--- src/rtl/sap_pkg.sv ---
package sap_pkg;

   // resolved word layout for one direction
   typedef struct packed {
      logic       i2s;
      logic [4:0] len;
   } fmt_t;

   function automatic logic [5:0] slot_bits(input logic [1:0] mode);
      case (mode)
         2'b01:   return 6'd16;
         2'b10:   return 6'd24;
         default: return 6'd32;
      endcase
   endfunction

   function automatic fmt_t rx_fmt(input logic [1:0] mode, input logic [1:0] code);
      fmt_t r;
      r.i2s = 1'b0;
      r.len = 5'd16;
      if (mode != 2'b01) begin
         case (code)
            2'b00:   r.len = 5'd16;
            2'b01:   r.len = 5'd18;
            2'b10:   r.len = 5'd20;
            default: begin
               r.len = 5'd20;
               r.i2s = (mode == 2'b00) || (mode == 2'b11);
            end
         endcase
      end
      return r;
   endfunction

   function automatic fmt_t tx_fmt(input logic [1:0] mode, input logic [1:0] code);
      fmt_t r;
      r.i2s = code[1];
      r.len = (code[0] && mode != 2'b01) ? 5'd20 : 5'd16;
      return r;
   endfunction

endpackage

--- src/rtl/sap_clkgen.sv ---
module sap_clkgen #(
   parameter int HALF_DIV = 4
) (
   input  logic clk,
   input  logic rst_n,
   input  logic en,
   input  logic left_is_high,
   output logic bck,
   output logic lrck
);
   localparam int HW = (HALF_DIV > 1) ? $clog2(HALF_DIV) : 1;
   localparam logic [HW-1:0] HLAST = HW'(HALF_DIV - 1);

   logic [HW-1:0] hcnt;
   logic [5:0]    bitn;

   always_ff @(posedge clk or negedge rst_n) begin
      if (!rst_n) begin
         hcnt <= '0;
         bck  <= 1'b0;
         bitn <= '0;
      end else if (!en) begin
         hcnt <= '0;
         bck  <= 1'b0;
         bitn <= '0;
      end else if (hcnt == HLAST) begin
         hcnt <= '0;
         bck  <= ~bck;
         if (bck) bitn <= bitn + 6'd1;
      end else begin
         hcnt <= hcnt + HW'(1);
      end
   end

   // first half of the 64-bit frame is the left slot
   assign lrck = left_is_high ^ bitn[5];

endmodule

--- src/rtl/sap_rx.sv ---
module sap_rx
   import sap_pkg::*;
#(
   parameter int WORD_W = 20
) (
   input  logic              clk,
   input  logic              rst_n,
   input  logic              rise,
   input  logic              is_left,
   input  logic              sd,
   input  fmt_t              fmt,
   output logic [WORD_W-1:0] rx_left,
   output logic [WORD_W-1:0] rx_right,
   output logic              rx_valid
);
   logic [31:0]       sreg;
   logic [31:0]       masked;
   logic              primed, prev_left, have_left;
   logic [WORD_W-1:0] hold_l, word;

   always_comb begin
      masked = sreg & ((32'd1 << fmt.len) - 32'd1);
      if (fmt.i2s) word = WORD_W'(32'(sreg[30:11]) << (WORD_W - 20));
      else         word = WORD_W'(masked << (WORD_W - int'(fmt.len)));
   end

   always_ff @(posedge clk or negedge rst_n) begin
      if (!rst_n) begin
         sreg      <= '0;
         primed    <= 1'b0;
         prev_left <= 1'b0;
         have_left <= 1'b0;
         hold_l    <= '0;
         rx_left   <= '0;
         rx_right  <= '0;
         rx_valid  <= 1'b0;
      end else begin
         rx_valid <= 1'b0;
         if (rise) begin
            sreg      <= {sreg[30:0], sd};
            primed    <= 1'b1;
            prev_left <= is_left;
            if (primed && is_left != prev_left) begin
               if (prev_left) begin
                  hold_l    <= word;
                  have_left <= 1'b1;
               end else if (have_left) begin
                  rx_left   <= hold_l;
                  rx_right  <= word;
                  rx_valid  <= 1'b1;
                  have_left <= 1'b0;
               end
            end
         end
      end
   end

endmodule

--- src/rtl/sap_tx.sv ---
module sap_tx
   import sap_pkg::*;
#(
   parameter int WORD_W = 20
) (
   input  logic              clk,
   input  logic              rst_n,
   input  logic              rise,
   input  logic              fall,
   input  logic              is_left,
   input  fmt_t              fmt,
   input  logic [5:0]        slot_p,
   input  logic [WORD_W-1:0] tx_left,
   input  logic [WORD_W-1:0] tx_right,
   output logic              sd_out,
   output logic              tx_load
);
   logic              primed, last_left, new_slot, bit_n;
   logic [5:0]        pos, pos_n;
   logic [WORD_W-1:0] buf_l, buf_r, word, sh;
   int                first;

   always_comb begin
      new_slot = fall && primed && (is_left != last_left);
      pos_n    = new_slot ? 6'd0 : ((pos == 6'd63) ? pos : pos + 6'd1);
      word     = (new_slot && is_left) ? tx_left : (is_left ? buf_l : buf_r);
      first    = fmt.i2s ? 1 : int'(slot_p) - int'(fmt.len);
      sh       = '0;
      bit_n    = 1'b0;
      if (int'(pos_n) >= first && int'(pos_n) < first + int'(fmt.len)) begin
         sh    = word >> (WORD_W - 1 - (int'(pos_n) - first));
         bit_n = sh[0];
      end
   end

   always_ff @(posedge clk or negedge rst_n) begin
      if (!rst_n) begin
         primed    <= 1'b0;
         last_left <= 1'b0;
         pos       <= '0;
         sd_out    <= 1'b0;
         buf_l     <= '0;
         buf_r     <= '0;
         tx_load   <= 1'b0;
      end else begin
         tx_load <= 1'b0;
         if (rise || fall) begin
            primed    <= 1'b1;
            last_left <= is_left;
         end
         if (fall && primed) begin
            pos    <= pos_n;
            sd_out <= bit_n;
            if (new_slot && is_left) begin
               buf_l   <= tx_left;
               buf_r   <= tx_right;
               tx_load <= 1'b1;
            end
         end
      end
   end

endmodule

--- src/rtl/serial_audio_port.sv ---
module serial_audio_port
   import sap_pkg::*;
#(
   parameter int WORD_W      = 20,
   parameter int HALF_DIV    = 4,
   parameter int SYNC_STAGES = 2
) (
   input  logic              clk,
   input  logic              rst_n,
   input  logic [1:0]        sync_mode,
   input  logic [1:0]        in_fmt,
   input  logic [1:0]        out_fmt,
   input  logic              left_is_high,
   input  logic              bck_in,
   input  logic              lrck_in,
   input  logic              sd_in,
   input  logic [WORD_W-1:0] tx_left,
   input  logic [WORD_W-1:0] tx_right,
   output logic              bck_out,
   output logic              lrck_out,
   output logic              sd_out,
   output logic              tx_load,
   output logic [WORD_W-1:0] rx_left,
   output logic [WORD_W-1:0] rx_right,
   output logic              rx_valid
);
   if (WORD_W < 20 || WORD_W > 32) begin : g_bad_width
      $error("WORD_W must lie in 20..32");
   end
   if (HALF_DIV < 2) begin : g_bad_div
      $error("HALF_DIV must be at least 2");
   end
   if (SYNC_STAGES < 1 || SYNC_STAGES > 2) begin : g_bad_sync
      $error("SYNC_STAGES must be 1 or 2");
   end

   logic [2:0] syn;
   logic       gen_bck, gen_lr, use_int;
   logic       src_bck, src_lr, bck_d, rise, fall, is_left;
   fmt_t       rfmt, tfmt;

   if (SYNC_STAGES == 1) begin : g_sync1
      always_ff @(posedge clk or negedge rst_n)
         if (!rst_n) syn <= '0;
         else        syn <= {bck_in, lrck_in, sd_in};
   end else begin : g_sync2
      logic [2:0] s1;
      always_ff @(posedge clk or negedge rst_n)
         if (!rst_n) begin
            s1  <= '0;
            syn <= '0;
         end else begin
            s1  <= {bck_in, lrck_in, sd_in};
            syn <= s1;
         end
   end

   assign use_int = (sync_mode == 2'b00);

   sap_clkgen #(.HALF_DIV(HALF_DIV)) i_clkgen (
      .clk(clk), .rst_n(rst_n), .en(use_int), .left_is_high(left_is_high),
      .bck(gen_bck), .lrck(gen_lr)
   );

   assign src_bck  = use_int ? gen_bck : syn[2];
   assign src_lr   = use_int ? gen_lr  : syn[1];
   assign bck_out  = use_int ? gen_bck : bck_in;
   assign lrck_out = use_int ? gen_lr  : lrck_in;

   always_ff @(posedge clk or negedge rst_n)
      if (!rst_n) bck_d <= 1'b0;
      else        bck_d <= src_bck;

   assign rise    = src_bck & ~bck_d;
   assign fall    = ~src_bck & bck_d;
   assign is_left = (src_lr == left_is_high);
   assign rfmt    = rx_fmt(sync_mode, in_fmt);
   assign tfmt    = tx_fmt(sync_mode, out_fmt);

   sap_rx #(.WORD_W(WORD_W)) i_rx (
      .clk(clk), .rst_n(rst_n), .rise(rise), .is_left(is_left), .sd(syn[0]),
      .fmt(rfmt), .rx_left(rx_left), .rx_right(rx_right), .rx_valid(rx_valid)
   );

   sap_tx #(.WORD_W(WORD_W)) i_tx (
      .clk(clk), .rst_n(rst_n), .rise(rise), .fall(fall), .is_left(is_left),
      .fmt(tfmt), .slot_p(slot_bits(sync_mode)), .tx_left(tx_left),
      .tx_right(tx_right), .sd_out(sd_out), .tx_load(tx_load)
   );

endmodule

--- config.mk ---
export PLATFORM = sky130hd
export DESIGN_NAME = serial_audio_port
export DESIGN_NICKNAME = d
export VERILOG_FILES = /design/src/rtl/sap_pkg.sv /design/src/rtl/sap_clkgen.sv /design/src/rtl/sap_rx.sv /design/src/rtl/sap_tx.sv /design/src/rtl/serial_audio_port.sv
export SDC_FILE = /design/constraint.sdc
export NUM_CORES = 1
export LEC_CHECK = 0
export BUFFER_PORTS_ARGS = -buffer_cell sky130_fd_sc_hd__buf_2
export CAP_MARGIN = 20
export CELL_PAD_IN_SITES_DETAIL_PLACEMENT = 0
export CELL_PAD_IN_SITES_GLOBAL_PLACEMENT = 2
export CORE_UTILIZATION = 40
export DETAILED_ROUTE_END_ITERATION = 12
export PLACE_DENSITY = 0.84
export REMOVE_ABC_BUFFERS = 1
export SLEW_MARGIN = 0
export SYNTH_ARGS = -nofsm -noshare
export SYNTH_HDL_FRONTEND = slang
export SYNTH_SLANG_ARGS = --single-unit
--- constraint.sdc ---
create_clock -name clk -period 11.3 [get_ports clk]
set_clock_uncertainty 0.2 [all_clocks]
set_input_delay 0.565 -clock clk [delete_from_list [all_inputs] [get_ports clk]]
set_output_delay 0.565 -clock clk [all_outputs]
set_load 0.01 [all_outputs]
* Word-level counts from Yosys, hierarchy flattened
Index checks and enable logic that the tools add are counted.
** Storage, ports and cells
- Flip-flop bits (word level) :: 162
- Input port bits :: 52
- Output and inout port bits :: 45
- Word-level logic and storage cells :: 102
** Operators by class
- Add/sub/neg operators :: 9
- Magnitude comparators :: 2
- Eq/ne operators :: 13
- Shift-type cells :: 3
- Mux-type cells :: 30
- Bitwise logic cells :: 8
- Reduce and logical (&&, ||, !) cells :: 16
** Operator list (count)
- 20-bit two-way mux :: 3
- 6-bit two-way mux :: 6
- 32-bit by 6-bit adder with 32-bit output :: 1
- 32-bit AND :: 1
- 7-bit by 32-bit >= comparator with 1-bit output :: 1
- 7-bit by 32-bit less-than comparator with 1-bit output :: 1
- 32-bit two-way mux :: 1
- 1-bit by 5-bit left shift with 32-bit output (first input constant) :: 1
- 32-bit by 32-bit left shift with 20-bit output :: 1
- 20-bit by 32-bit right shift with 1-bit output :: 1
- 32-bit by 1-bit subtractor with 32-bit output (second input constant) :: 1
- 6-bit by 32-bit subtractor with 32-bit output (first input constant) :: 1
- 7-bit by 32-bit subtractor with 32-bit output :: 1
- 1-bit two-way mux :: 15
- 6-bit by 1-bit adder with 6-bit output (second input constant) :: 2
- 6-bit case mux with 2 select lines :: 1
- 2-bit equality test (second input constant) :: 4
- 6-bit by 5-bit subtractor with 7-bit output :: 1
- 6-bit equality test (second input constant) :: 1
- 1-bit logical AND :: 6
- 3-bit case mux with 2 select lines :: 1
- 2-bit AND reduction :: 3
- 5-bit by 5-bit subtractor with 6-bit output (first input constant) :: 1
- 2-bit by 1-bit equality test with 1-bit output (second input constant) :: 2
- other kinds (15) :: 24

* Logic depth before layout (Yosys ltp)
- Word-level depth :: 11
- Depth in mapped cells :: 23
- Mapped depth without buffers :: 22

* Cells and area by module
A second synthesis with hierarchy kept.
** Unflattened totals
- Cells, all modules :: 1151
- Area, all modules :: 10770.3 um^2
** By module, submodules not included
- sap_rx :: instances 1, cells each 698, area each 6194.7 um^2, sequential area each 2377.3 um^2
- sap_tx :: instances 1, cells each 385, area each 3811.2 um^2, sequential area each 1251.2 um^2
- sap_clkgen :: instances 1, cells each 41, area each 441.7 um^2, sequential area each 225.2 um^2
- serial_audio_port :: instances 1, cells each 27, area each 322.8 um^2, sequential area each 175.2 um^2

* Worst setup path before layout
Ideal clock, no wire load.
- Path kind :: input to register
- Start point :: input port sync_mode[0]
- End point :: register i_tx.sd_out
- Setup time :: 0.094 ns
- Data arrival time :: 4.776 ns
- Data required time :: 11.006 ns
- Setup slack :: 6.230 ns
- Cell stages on the path :: 20
- Path buffers :: 1
- Cells stage by stage :: inv_1 -> ha_1 -> clkbuf_1 -> o21ai_0 -> inv_1 -> ha_1 -> nand2_1 -> or2_2 -> o21ai_0 -> inv_1 -> ha_1 -> maj3_1 -> a21o_1 -> a21o_1 -> fa_1 -> or4_1 -> a221oi_1 -> o221a_2 -> a21boi_0 -> a211oi_1
** Between the ends
- Word-level cells in the longest chain between the ends :: 11
- Elaborated cells between the ends (all ways) :: 29
** RTL lines
- from (decl) :: RTL line serial_audio_port.sv:10 : input logic [1:0] sync_mode,
- 2-bit logical NOT * :: RTL line serial_audio_port.sv:58 : assign use_int = (sync_mode == 2'b00);
- 1-bit two-way mux * :: RTL line serial_audio_port.sv:65 : assign src_bck = use_int ? gen_bck : syn[2];
- net src_bck :: RTL line serial_audio_port.sv:39 : logic src_bck, src_lr, bck_d, rise, fall, is_left;
- 1-bit NOT * :: RTL line serial_audio_port.sv:75 : assign fall = ~src_bck & bck_d;
- 1-bit AND * :: RTL line serial_audio_port.sv:75
- 1-bit logical AND * (2 in a row) :: RTL line sap_tx.sv:24 : new_slot = fall && primed && (is_left != last_left);
- 6-bit two-way mux * :: RTL line sap_tx.sv:25 : pos_n = new_slot ? 6'd0 : ((pos == 6'd63) ? pos : pos + 6'd1);
- net i_tx.pos_n[3] :: RTL line sap_tx.sv:19 : logic [5:0] pos, pos_n;
- 7-bit by 32-bit subtractor with 32-bit output :: RTL line sap_tx.sv:31 : sh = word >> (WORD_W - 1 - (int'(pos_n) - first));
- 6-bit by 32-bit subtractor with 32-bit output :: RTL line sap_tx.sv:31
- 20-bit by 32-bit right shift with 1-bit output :: RTL line sap_tx.sv:31
- 1-bit two-way mux * :: RTL line sap_tx.sv:30 : if (int'(pos_n) >= first && int'(pos_n) < first + int'(fmt.len)) begin
- to (signal assigned) :: RTL line sap_tx.sv:53 : sd_out <= bit_n;
- to (decl) :: RTL line sap_tx.sv:15 : output logic sd_out,
The timed path passes the listed nets; every way through them passes the cells marked *.
A chain may end at the register's enable or synchronous reset.

* Worst setup path after layout
Ends and elaborated chain as after synthesis.

==> metrics.md <==
| Metric | Value |
|---|---|
| YS warnings | 0 |
| Logic pwr share | 31.0% |
| Synth Area in Adders | 6.209% |
| Total Routed Length | 17.03 mm |
| Die ar. | 20,820 sq um |
| Post_cts resized | 0 |
| Startpoint type of the worst setup path | input pin |
| Post-synthesis register bit count | 161 |
| Fin crit period | 5.426 ns |
| Seq/Total Area, Yosys | 49.74% |
| Routed Antenna Nets | 0 |
| Clock power frac | 26.3% |
| Net Sw Frac | 32.54% |
| Arrival time at the worst endpoint | 5.55 ns |
| Die height | 144.3 microns |
| Seq pwr share | 42.7% |
| Hold Fails Final Rpt | 5 |
| Fmax | 0.1843 GHz |
| Synth cell types | 53 |
| Gpl congestion | 0.8521 |
| Largest net degree at the start of global routing | 87 |
| Postcts setup bufs | 0 |
| Synth-to-layout area growth | 15.21% |
| Sw Pwr | 626.3 uW |
| N_diodes | 0 |
| Num CTS Buffers | 17 |
| Drt pass-1 iters | 4 |
| Portion of netlist area occupied by mux cells | 16.82% |
| EDFF count, synth | 0 |
| Max VDD drop | 118.2 uV |
| Compound-Gate Fraction of Synth Area | 10.41% |
| Top FF cell, synth | dfrtp_1 |
| Clock Tree Root | clkbuf_16 |
| Post-DP HPWL | 11.91 mm |
| Port bufs | 96 |
| Pint | 1298 uW |
| Synth Cell Area | 8100 sq um |
| Hold buffer count at CTS | 0 |
| Setup-failing EPs final | 0 |
| Initial antenna violation count | 0 |
| Most frequent cells in the layout | 161 x dfrtp_1, 157 x nand2_1, 95 x buf_2 |
| Slew headroom | 32.70% |
| Worst-Skew Late Latency | 0.42 ns |
| Worst min path class | in2async |
| Overall Global Routing Usage | 17.45% |
| Final net count | 943 |
| Post-Synth Simple-Gate Area | 12.19% |
| CTS tree | done |
| Ys async rst share | 100.0% |
| Clock transition at path regs | 0.06 ns |
| CP peak stage delay | 0.52 ns |
| Failing checks | negative hold slack |
| Worst EP required | 11.43 ns |
| Syn_area_per_cell | 10.57 sq um |
| I/O pins | 97 |
| Vias per inst | 5.077 |
| Slowest cell on crit path | or4_1 |
| Commonest non-fill, non-tap cell in the layout | dfrtp_1 |
| Fin Setup TNS | 0 ns |
| Fraction of the cycle the final worst path needs | 48.02% |
| Clk buf depth | 2 |
| Layout cells sized above 1 | 27.00% |
| Overflow after GRT | 0 |
| Initial DRC count | 282 |
| Slew @ Worst Pin | 1.010 ns |
| FF-to-FF setup slack | 5.97 ns |
| CTS Sinks | 161 |
| Post-Synth XOR/XNOR Area | 1.189% |
| Post-Syn Instances | 766 |
| Worst setup path category | in2reg |
| Rows | 51 |
| Die Span X | 144.3 microns |
| Vias in the first global route | 5,593 |
| Initial Utilization | 41.21% |
| Cells along the critical path | buf_2 > inv_1 > ha_1 > o21ai_0 > inv_1 > ha_1 > nand2_1 > or2_2 > o21ai_0 > inv_1 > ha_1 > maj3_1 > a21o_1 > a21o_1 > fa_1 > or4_1 > a221oi_1 > o221a_2 > a21boi_0 > a211oi_1 |
| Core Box Area | 19,650 sq um |
| Max Cap Viol | 0 |
| Final hold slack | -0.01539 ns |
| Number of remaining DRC errors | 0 |
| Status | finished, violations left |
| RSZ-0062 raised after global routing | false |
| WL per Instance | 15.09 microns |
| H-tree Lvls | 4 |
| Combinational family with the most area after synthesis | multiplexers |
| Power Density | 206.2 nW/um^2 |
| Crit Path Max Fanout | 16 |
| Static Leakage | 0.004609 uW |
| Routed vias | 5,727 |
| CP Capture Type | register |
| Max Slew Vio Count | 0 |
| First-pass GRT wire length | 28.66 mm |
synthesized netlist by cell type (all sizes together) (3+ instances only):
cell type / number / share of area, %
nor3: 3 / 0.19
a21oi: 35 / 2.2
nand2b: 5 / 0.39
a32oi: 4 / 0.43
clkbuf: 26 / 1.2
dfrtp: 161 / 50
a221oi: 3 / 0.32
o2111ai: 5 / 0.54
a211oi: 3 / 0.28
buf: 14 / 0.99
inv: 23 / 1.1
nor2: 29 / 1.3
and2: 4 / 0.31
ha: 37 / 5.7
o21ai: 59 / 3.6
nor3b: 4 / 0.37
xnor2: 9 / 0.97
a31oi: 3 / 0.23
a22oi: 10 / 0.93
mux2: 88 / 12
o21a: 3 / 0.28
nand2: 157 / 7.3
mux4: 7 / 1.9
or2: 4 / 0.31
mux2i: 21 / 2.6
nor2b: 3 / 0.23
a22o: 3 / 0.32
nand3: 10 / 0.62
a21o: 5 / 0.46
worst max-delay path, delay by kind of cell:
kind / cells / cell delay (ns)
compound gates: 8 / 1.47
simple gates: 3 / 1.28
buf+inv: 4 / 0.46
fa+ha+maj: 5 / 1.79
per-stage QoR:
step                      std cells  setup slack (ns)  utilization [%]  total power [uW]  area, sq um
final                          1128             5.874            47.49              1925         9333
after global routing           1128             5.464            47.49              2058         9333
after CTS                      1127             5.891            47.35              1943         9305
after detailed placement       1098             5.455            44.81              1430         8806
after global placement         1098             5.639            44.81              1410         8806
after floorplan                 732             6.198                -              1252         7945
state kept, by name, indices dropped and copies added, names as in the netlist:
| signal | flops |
|---|---|
| i_rx.sreg | 31 |
| i_rx.hold_l | 20 |
| i_rx.rx_left | 20 |
| i_rx.rx_right | 20 |
| i_tx.buf_l | 20 |
| i_tx.buf_r | 20 |
| i_clkgen.bitn | 6 |
| i_tx.pos | 6 |
| g_sync2.s1 | 3 |
| syn | 3 |
| i_clkgen.hcnt | 2 |
| bck_d | 1 |
| i_clkgen.bck | 1 |
| i_rx.have_left | 1 |
| i_rx.prev_left | 1 |
| i_rx.primed | 1 |
| i_rx.rx_valid | 1 |
| i_tx.last_left | 1 |
| i_tx.primed | 1 |
| i_tx.sd_out | 1 |
| i_tx.tx_load | 1 |
power groups by stage:
stage	Sequential [uW]	Combinational [uW]	Clock, uW
final	821	597	506
after global routing	843	672	543
after CTS	821	603	519
after detailed placement	831	599	0
after global placement	823	587	0
after floorplan	812	440	0
layout make-up:
| type | count | area (sq um) |
|---|---|---|
| Clock buffer | 19 | 432.9 |
| Inverter | 25 | 93.84 |
| Multi-Input combinational cell | 546 | 3827 |
| Clock inverter | 10 | 66.31 |
| Fill cell | 1944 | 10320 |
| Timing Repair Buffer | 102 | 551.8 |
| Sequential cell | 161 | 4029 |
| Tap cell | 265 | 331.6 |
logic make-up after synthesis:
kind of cell,after synthesis
mux,116
compound gates,141
fa+ha+maj,40
buf+inv,65
simple gates,230
flops,161
other cells,2
xor+xnor,11
path summary, 6_finish.rpt:
check                         startpoint         endpoint  depth (start not counted)
setup / recovery            sync_mode[0]      i_tx.sd_out                         20
hold / removal                     rst_n  i_rx.rx_left[4]                          1
setup reg to reg                  syn[1]      i_tx.sd_out                         16
hold reg to reg            g_sync2.s1[0]           syn[0]                          0
max in group asynchronous          rst_n    g_sync2.s1[1]                          3
min in group clk                   sd_in    g_sync2.s1[0]                          1
per-layer routing:
metal  track usage, %  wire (microns)  vias up
li1                 -               -     2834
met1            25.80            8618     2757
met2            25.66            7492      121
met3            3.212             717       15
met4            5.540             199        0
met5                0               0        -
Note: power is estimated with default switching activity, not from simulation.
